<file path="config.mk">
export PLATFORM = sky130hd
export DESIGN_NAME = irq_ring_drain
export DESIGN_NICKNAME = d
export VERILOG_FILES = /design/src/rtl/irq_ring_drain.sv
export SDC_FILE = /design/constraint.sdc
export NUM_CORES = 1
export LEC_CHECK = 0
export BUFFER_PORTS_ARGS = -buffer_cell sky130_fd_sc_hd__buf_2
export CAP_MARGIN = 10
export CELL_PAD_IN_SITES_DETAIL_PLACEMENT = 1
export CELL_PAD_IN_SITES_GLOBAL_PLACEMENT = 2
export CORE_MARGIN = 8
export CORE_UTILIZATION = 29
export CTS_CLUSTER_SIZE = 24
export DETAILED_ROUTE_END_ITERATION = 8
export PLACE_DENSITY = 0.8
export SKIP_LAST_GASP = 1
export SYNTH_ARGS = -nofsm -noshare
export SYNTH_HDL_FRONTEND = slang
export SYNTH_SLANG_ARGS = --single-unit
export TNS_END_PERCENT = 5
</file>
<file path="constraint.sdc">
create_clock -name clk -period 1.8 [get_ports clk]
set_input_delay 0.36 -clock clk [delete_from_list [all_inputs] [get_ports clk]]
set_output_delay 0.36 -clock clk [all_outputs]
set_load 0.01 [all_outputs]
</file>
<file path="src/rtl/irq_ring_drain.sv">
module irq_ring_drain #(
  parameter int PTR_W   = 10,
  parameter int FAULT_A = 146,
  parameter int FAULT_B = 147
) (
  input  logic             clk,
  input  logic             rst_n,
  input  logic             enable,
  input  logic             use_doorbell,
  input  logic [PTR_W-1:0] wptr,
  input  logic             wptr_ovf,
  output logic             mem_rd_en,
  output logic [PTR_W-3:0] mem_rd_addr,
  input  logic [31:0]      mem_rd_data,
  output logic [15:0]      credit_pasid,
  input  logic             credit_ok,
  output logic             ent_valid,
  input  logic             ent_ready,
  output logic [7:0]       ent_src_id,
  output logic [27:0]      ent_src_data,
  output logic [7:0]       ent_ring_id,
  output logic [7:0]       ent_vmid,
  output logic [15:0]      ent_pasid,
  output logic             db_wr,
  output logic [PTR_W-1:0] db_ptr,
  output logic             reg_wr,
  output logic [PTR_W-1:0] rptr_reg,
  output logic             ovf_clear
);
  localparam int IDX_W = PTR_W - 2;
  localparam logic [PTR_W-1:0] VEC_BYTES = PTR_W'(16);

  typedef enum logic [1:0] {S_IDLE, S_RD, S_CHK, S_OUT} st_t;

  st_t              st;
  logic [PTR_W-1:0] rptr;
  logic             dirty;
  logic [1:0]       rcnt;
  logic             pend;
  logic [1:0]       pidx;
  logic [31:0]      dw0, dw1, dw2;

  logic is_fault, drop;

  assign mem_rd_en    = (st == S_RD) && (rcnt != 2'd3);
  assign mem_rd_addr  = rptr[PTR_W-1:2] + IDX_W'(rcnt);

  assign ent_src_id   = dw0[7:0];
  assign ent_src_data = dw1[27:0];
  assign ent_ring_id  = dw2[7:0];
  assign ent_vmid     = dw2[15:8];
  assign ent_pasid    = dw2[31:16];
  assign credit_pasid = dw2[31:16];
  assign ent_valid    = (st == S_OUT);

  assign is_fault = (dw0[7:0] == 8'(FAULT_A)) || (dw0[7:0] == 8'(FAULT_B));
  assign drop     = is_fault && (dw2[31:16] != 16'd0) && !credit_ok;

  always_ff @(posedge clk or negedge rst_n) begin
    if (!rst_n) begin
      st        <= S_IDLE;
      rptr      <= '0;
      dirty     <= 1'b0;
      rcnt      <= '0;
      pend      <= 1'b0;
      pidx      <= '0;
      dw0       <= '0;
      dw1       <= '0;
      dw2       <= '0;
      db_wr     <= 1'b0;
      db_ptr    <= '0;
      reg_wr    <= 1'b0;
      rptr_reg  <= '0;
      ovf_clear <= 1'b0;
    end else begin
      db_wr     <= 1'b0;
      reg_wr    <= 1'b0;
      ovf_clear <= 1'b0;
      pend      <= mem_rd_en;
      pidx      <= rcnt;
      if (mem_rd_en) rcnt <= rcnt + 2'd1;
      if (pend) begin
        case (pidx)
          2'd0:    dw0 <= mem_rd_data;
          2'd1:    dw1 <= mem_rd_data;
          default: dw2 <= mem_rd_data;
        endcase
      end
      case (st)
        S_IDLE: begin
          if (!enable) begin
            rptr  <= '0;
            dirty <= 1'b0;
          end else if (wptr_ovf && !ovf_clear) begin
            rptr      <= wptr + VEC_BYTES;
            ovf_clear <= 1'b1;
            dirty     <= 1'b1;
          end else if (rptr != wptr) begin
            st   <= S_RD;
            rcnt <= '0;
          end else if (dirty) begin
            dirty <= 1'b0;
            if (use_doorbell) begin
              db_wr  <= 1'b1;
              db_ptr <= rptr;
            end else begin
              reg_wr   <= 1'b1;
              rptr_reg <= rptr;
            end
          end
        end
        S_RD: if (pend && pidx == 2'd2) st <= S_CHK;
        S_CHK: begin
          if (drop) begin
            rptr  <= rptr + VEC_BYTES;
            dirty <= 1'b1;
            st    <= S_IDLE;
          end else begin
            st <= S_OUT;
          end
        end
        S_OUT: begin
          if (ent_ready) begin
            rptr  <= rptr + VEC_BYTES;
            dirty <= 1'b1;
            st    <= S_IDLE;
          end
        end
        default: st <= S_IDLE;
      endcase
    end
  end

  p_ovf_clear_pulse_r2: assert property (@(posedge clk) disable iff (!rst_n)
    ovf_clear |=> !ovf_clear);

  p_ovf_jump_r2: assert property (@(posedge clk) disable iff (!rst_n)
    (st == S_IDLE && enable && wptr_ovf && !ovf_clear) |=> (rptr == $past(wptr) + VEC_BYTES));

  p_stall_stable_r8: assert property (@(posedge clk) disable iff (!rst_n)
    (ent_valid && !ent_ready) |=> (ent_valid && $stable(ent_src_id) && $stable(ent_src_data)
      && $stable(ent_ring_id) && $stable(ent_vmid) && $stable(ent_pasid)));

  p_one_publish_r7: assert property (@(posedge clk) disable iff (!rst_n)
    $onehot0({db_wr, reg_wr}));

  p_drop_no_entry_r6: assert property (@(posedge clk) disable iff (!rst_n)
    (st == S_CHK && drop) |=> !ent_valid);

  p_disabled_clear_r9: assert property (@(posedge clk) disable iff (!rst_n)
    (st == S_IDLE && !enable) |=> (rptr == '0 && !ent_valid));
endmodule

</file>
; ---- Word-level counts from Yosys, hierarchy flattened
; Cells that the tools add are included.
[op_classes]
add_sub_neg = 4
eq_ne = 17
muxes = 38
bitwise_logic = 4
reduce_logical = 21
[ops]
columns = op, count
row1 = $mux W10, 4
row2 = $pmux W10 S3, 1
row3 = $mux W2, 11
row4 = $add A10 B5 Y10 const B, 2
row5 = $mux W1, 20
row6 = $eq A8 B8 Y1 const B, 2
row7 = $reduce_bool A16 Y1, 1
row8 = $reduce_and A6 Y1, 2
row9 = $ne A10 B10 Y1, 1
row10 = $ne A2 B2 Y1 const B, 5
row11 = $add A8 B2 Y8, 1
row12 = $pmux W2 S4, 1
row13 = $reduce_and A4 Y1, 2
row14 = $eq A2 B2 Y1 const B, 3
row15 = $reduce_and A2 Y1, 3
row16 = $logic_and A1 B1 Y1, 5
row17 = $reduce_and A5 Y1, 1
row18 = $eq A2 B1 Y1 const B, 2
row19 = $logic_not A2 Y1, 2
row20 = $ne A2 B1 Y1 const B, 2
row21 = $ne A4 B4 Y1 const B, 1
row22 = $not A1 Y1, 4
row23 = $ne A3 B3 Y1 const B, 1
row24 = $pmux W1 S3, 1
row25 = other kinds (5), 6
[word_totals]
register_bits = 109
inputBits = 49
out_inout_bits = 117
word_cells = 98

; ---- Logic depth before layout (Yosys ltp)
[depth]
ltp_word = 7
ltp_mapped = 7
ltp_nobuf = 6

; ---- Worst setup path before layout
; OpenSTA, ideal clock, no wires.
[synth_path]
kind = reg-to-reg
start = register rptr[7]
end = register rptr_reg[1]
setup_ns = 0.125
t_arrival_ns = 1.790
t_required_ns = 1.675
path_slack_ns = -0.115
path_stages_with_launch = 8
n_path_buf = 2
synth_period_minus_slack_ns = 1.915
path_cell_list = dfrtp_1 > buf_6 > xnor2_1 > nand4_1 > nor4_4 > and4b_1 > buf_6 > mux2_2
[synth_via]
elab_chain_cells = 3
[synth_lines]
columns = element, line
row1 = from (decl), 36  ; logic [PTR_W-1:0] rptr;
row2 = from (signal assigned), 95  ; rptr <= wptr + VEC_BYTES;
row3 = from (signal assigned), 115  ; rptr <= rptr + VEC_BYTES;
row4 = from (signal assigned), 124  ; rptr <= rptr + VEC_BYTES;
row5 = $ne A10 B10 Y1, 98  ; end else if (rptr != wptr) begin
row6 = $not A1 Y1 (no source line), --
row7 = $reduce_and A6 Y1 (no source line), --
row8 = to (signal assigned), 108  ; rptr_reg <= rptr;
row9 = to (decl), 27  ; output logic [PTR_W-1:0] rptr_reg,
; No other way between the ends.
; A chain may end at the register's enable or synchronous reset.

; ---- Worst setup path in the final report
[layout_path]
start = register rptr[3]
end = output port mem_rd_addr[3]
[layout_via]
elab_chain_cells = 1
[layout_lines]
columns = element, line
row1 = $add A8 B2 Y8, 46  ; assign mem_rd_addr = rptr[PTR_W-1:2] + IDX_W'(rcnt);
row2 = to (decl), 13  ; output logic [PTR_W-3:0] mem_rd_addr,
; No other way between the ends.

==> run_results.csv <==
group,metric,value,unit
final_layout,final_layout_size_suffix_gt1_share,59.5,%
logic_synthesis,synth-async-reset-ratio,100,%
timing,post-route-min-period,2.11,ns
routing,drcViolationCount,0,
floorplan,num_rows,47,
floorplan,die_x,145,microns
clock_network,numCtsBuffers,9,
clock_network,cts-root-buf,"clkbuf_16",
placement,dpl.hpwl,11300,microns
power_and_ir_drop,seqPwrFrac,35.3,%
power_and_ir_drop,combPwrFrac,47.0,%
floorplan,initial_core_util,29.3,%
timing,fmax,473,MHz
final_layout,layout.cells.non_filler,785,
clock_network,path_clk_slew,0.07,ns
power_and_ir_drop,swShare,36.4,%
logic_synthesis,synth_top_family_by_area,"multiplexers",
status,violations,"negative setup slack",
timing,slew_headroom,70.4,%
routing,dr_total_vias,3611,
logic_synthesis,synth_simple_gate_area_share,7.78,%
power_and_ir_drop,p_leak,3.24,nW
power_and_ir_drop,power,0.0115,W
logic_synthesis,synth_edf_count,0,
hold_path,min_path_type,"in2reg",
setup_path,critPathKind,"reg2out",
floorplan,core,16400,sq um
placement,portBuffers,165,
logic_synthesis,synth_top_cell_by_area,"dfrtp_1",
placement,dp_slack,-0.213,ns
timing,final_hold_viol_count,0,
grt,grt_util_all_layers,14.4,%
logic_synthesis,postSynthCellCount,356,
timing,rsz0062_at_grt,"yes",
floorplan,die_y,145,microns
logic_synthesis,yosysSeqAreaShare,56.7,%
logic_synthesis,yosys.area.top_type_share,56.7,%
power_and_ir_drop,switchingPower,0.00419,W
timing,worst_slew_pin_slew,0.442,ns
routing,drt_iter0_markers,136,
floorplan,ioPinCount,166,
clock_network,cts_tree,"built",
logic_synthesis,netlist_area,4810,sq um
power_and_ir_drop,clkPwrFrac,17.7,%
logic_synthesis,synth_compound_area_share,4.14,%
final_layout,final_nets,615,
timing,layout_worst_path_cycle_share,117,%
setup_path,cp-start-kind,"flip-flop",
routing,dr.pass1.iters,4,
clock_network,htreeDepth,3,
power_and_ir_drop,p_per_area,1770,nW/um^2
routing,vias_per_cell,4.60,
setup_path,cp_max_fo,3,
logic_synthesis,syn_area_per_cell,13.5,sq um
setup_path,cp.required,1.44,ns
placement,dpl.cell_count,766,
final_layout,largest_register_ffs,32,
logic_synthesis,synth_cell_type_count,45,
timing,skew,0.0112,ns
final_layout,fillers,1813,
routing,routedWlPerCell,18.2,microns
final_layout,area_delta_synth_final,35.5,%
grt,grt_pass1_vias,4266,
grt,antenna_found_initial,0,
setup_path,cp-end-kind,"output port",
final_layout,fin_util,39.7,%
logic_synthesis,synth-main-ff-cell,"dfrtp_1",
routing,totalWireLength,14300,microns
timing,hold_ws,0.247,ns
power_and_ir_drop,ir_worst_vdd,0.877,mV
status,outcome,"complete, but fails checks",
timing,fin_ws,-0.314,ns
clock_network,clock_latency,0.35,ns
timing,final-setup-viol-count,34,
logic_synthesis,synth_xor_area_share,3.64,%
grt,grt_max_degree,52,
logic_synthesis,synthMuxAreaShare,21.3,%
setup_path,arrival,1.75,ns
grt,grt_pass1_wl,23100,microns
logic_synthesis,ys_seq_elements,109,
flow_run,cap_violations,0,
final_layout,antennaDiodeCount,0,
floorplan,dieArea,21000,sq um
logic_synthesis,synth_top_cells_by_area,"dfrtp_1 57%, mux2_2 21%, xnor2_1 2.7%",
power_and_ir_drop,intPower,0.00733,W
clock_network,numClockSinks,109,
grt,grt_remaining_overflow,0,
clock_network,clockBufferDepth,2,
placement,place_congestion,0.772,
routing,drtAntennaViolNets,0,
logic_synthesis,synth_nets,411,
logic_synthesis,yosys_warnings,0,
timing,drv_slew,0,
logic_synthesis,synthAdderAreaFrac,1.72,%
-- layout by cell type, fill, tap and decap left out, drive strengths merged, types with 3 or more instances in the layout --
cell	netlist	routed
xnor2	15	15
and3	3	3
o21ai	5	5
xor2	5	5
nand2b	4	4
o311ai	4	4
clkbuf	7	12
inv	5	6
mux2	90	90
a41oi	3	3
a21o	3	3
nand3	3	3
buf	26	225
nor2	12	12
ha	5	5
nor4	7	7
nand4	5	5
dfrtp	109	109
or3	4	4
nand2	17	17
a21oi	4	4
-- final timing paths --
check,start,to,slack (ns),cells past startpoint
max,rptr[3],mem_rd_addr[3],-0.31,6
min,mem_rd_data[20],dw1[20],0.25,2
max reg2reg,rptr[2],rptr_reg[3],-0.17,7
min reg2reg,rptr_reg[1],rptr_reg[1],0.50,1
max in group asynchronous,rst_n,rcnt[1],0.90,3
min in group asynchronous,rst_n,rptr_reg[7],0.38,2
-- worst max-delay path, cell delays in order (launching register included) --
cell and delay [ns]:
dfrtp_1 0.40, ha_1 0.29, a21oi_1 0.15, buf_4 0.15, nand2b_1 0.12, xnor2_1 0.14, buf_2 0.17
-- final cells by class --
type / instances / area, sq um / area share, %
Inverter: 5 / 18.8 / 0.288
Sequential cell: 109 / 2730 / 41.8
Clock inverter: 4 / 55.1 / 0.845
Tap cell: 220 / 275 / 4.22
Clock buffer: 12 / 246 / 3.78
Multi-Input combinational cell: 209 / 1860 / 28.5
Timing Repair Buffer: 226 / 1340 / 20.5
-- repair_timing --
action	CTS	global route
hold buffers	1	0
pin swaps	0	0
endpoints found under the hold margin	7	0
endpoints found under the setup margin	35	36
setup buffers	2	0
gates cloned	0	0
resized for setup	1	0
-- synthesized netlist by cell type, drive strengths merged, types with 4 or more instances --
cell type / count
nand4: 5
inv: 5
xor2: 5
or3: 4
a21oi: 4
nor2: 12
nand2: 17
nand2b: 4
dfrtp: 109
ha: 5
xnor2: 15
nor4: 7
o21ai: 5
mux2: 90
clkbuf: 7
o311ai: 4
buf: 26
-- cell families (layout without fill, tap and decap cells) --
group,after synthesis,after routing
muxes,91,91
DFF,109,109
buffers and inverters,38,247
xor gates and xnor gates,20,20
adders and majority gates,6,6
and+or+nand+nor,65,65
AOI/OAI and AO/OA,27,27
-- layer usage --
metal	wire [microns]	track usage, %
met1	5520	15.5
met2	7830	26.7
met3	674	2.95
met4	272	6.02
met5	0	0
-- power by group through the flow --
stage / Clock [W] / Sequential [W] / Combinational, W
6_report: 0.00204 / 0.00407 / 0.00541
5_1_grt: 0.00222 / 0.00421 / 0.00592
4_1_cts: 0.00213 / 0.00409 / 0.00555
3_5_place_dp: 0 / 0.00414 / 0.00548
3_3_place_gp: 0 / 0.00405 / 0.00535
2_1_floorplan: 0 / 0.00446 / 0.00268
-- through the flow --
| step | TNS, ns | area, sq um |
|---|---|---|
| 2_1_floorplan | -1.17 | 4810 |
| 3_3_place_gp | -2.79 | 6190 |
| 3_5_place_dp | -4.22 | 6190 |
| 4_1_cts | -6.53 | 6520 |
| 5_1_grt | -10.17 | 6520 |
| 6_report | -5.65 | 6520 |
Note: power is estimated with default switching activity, not from simulation.
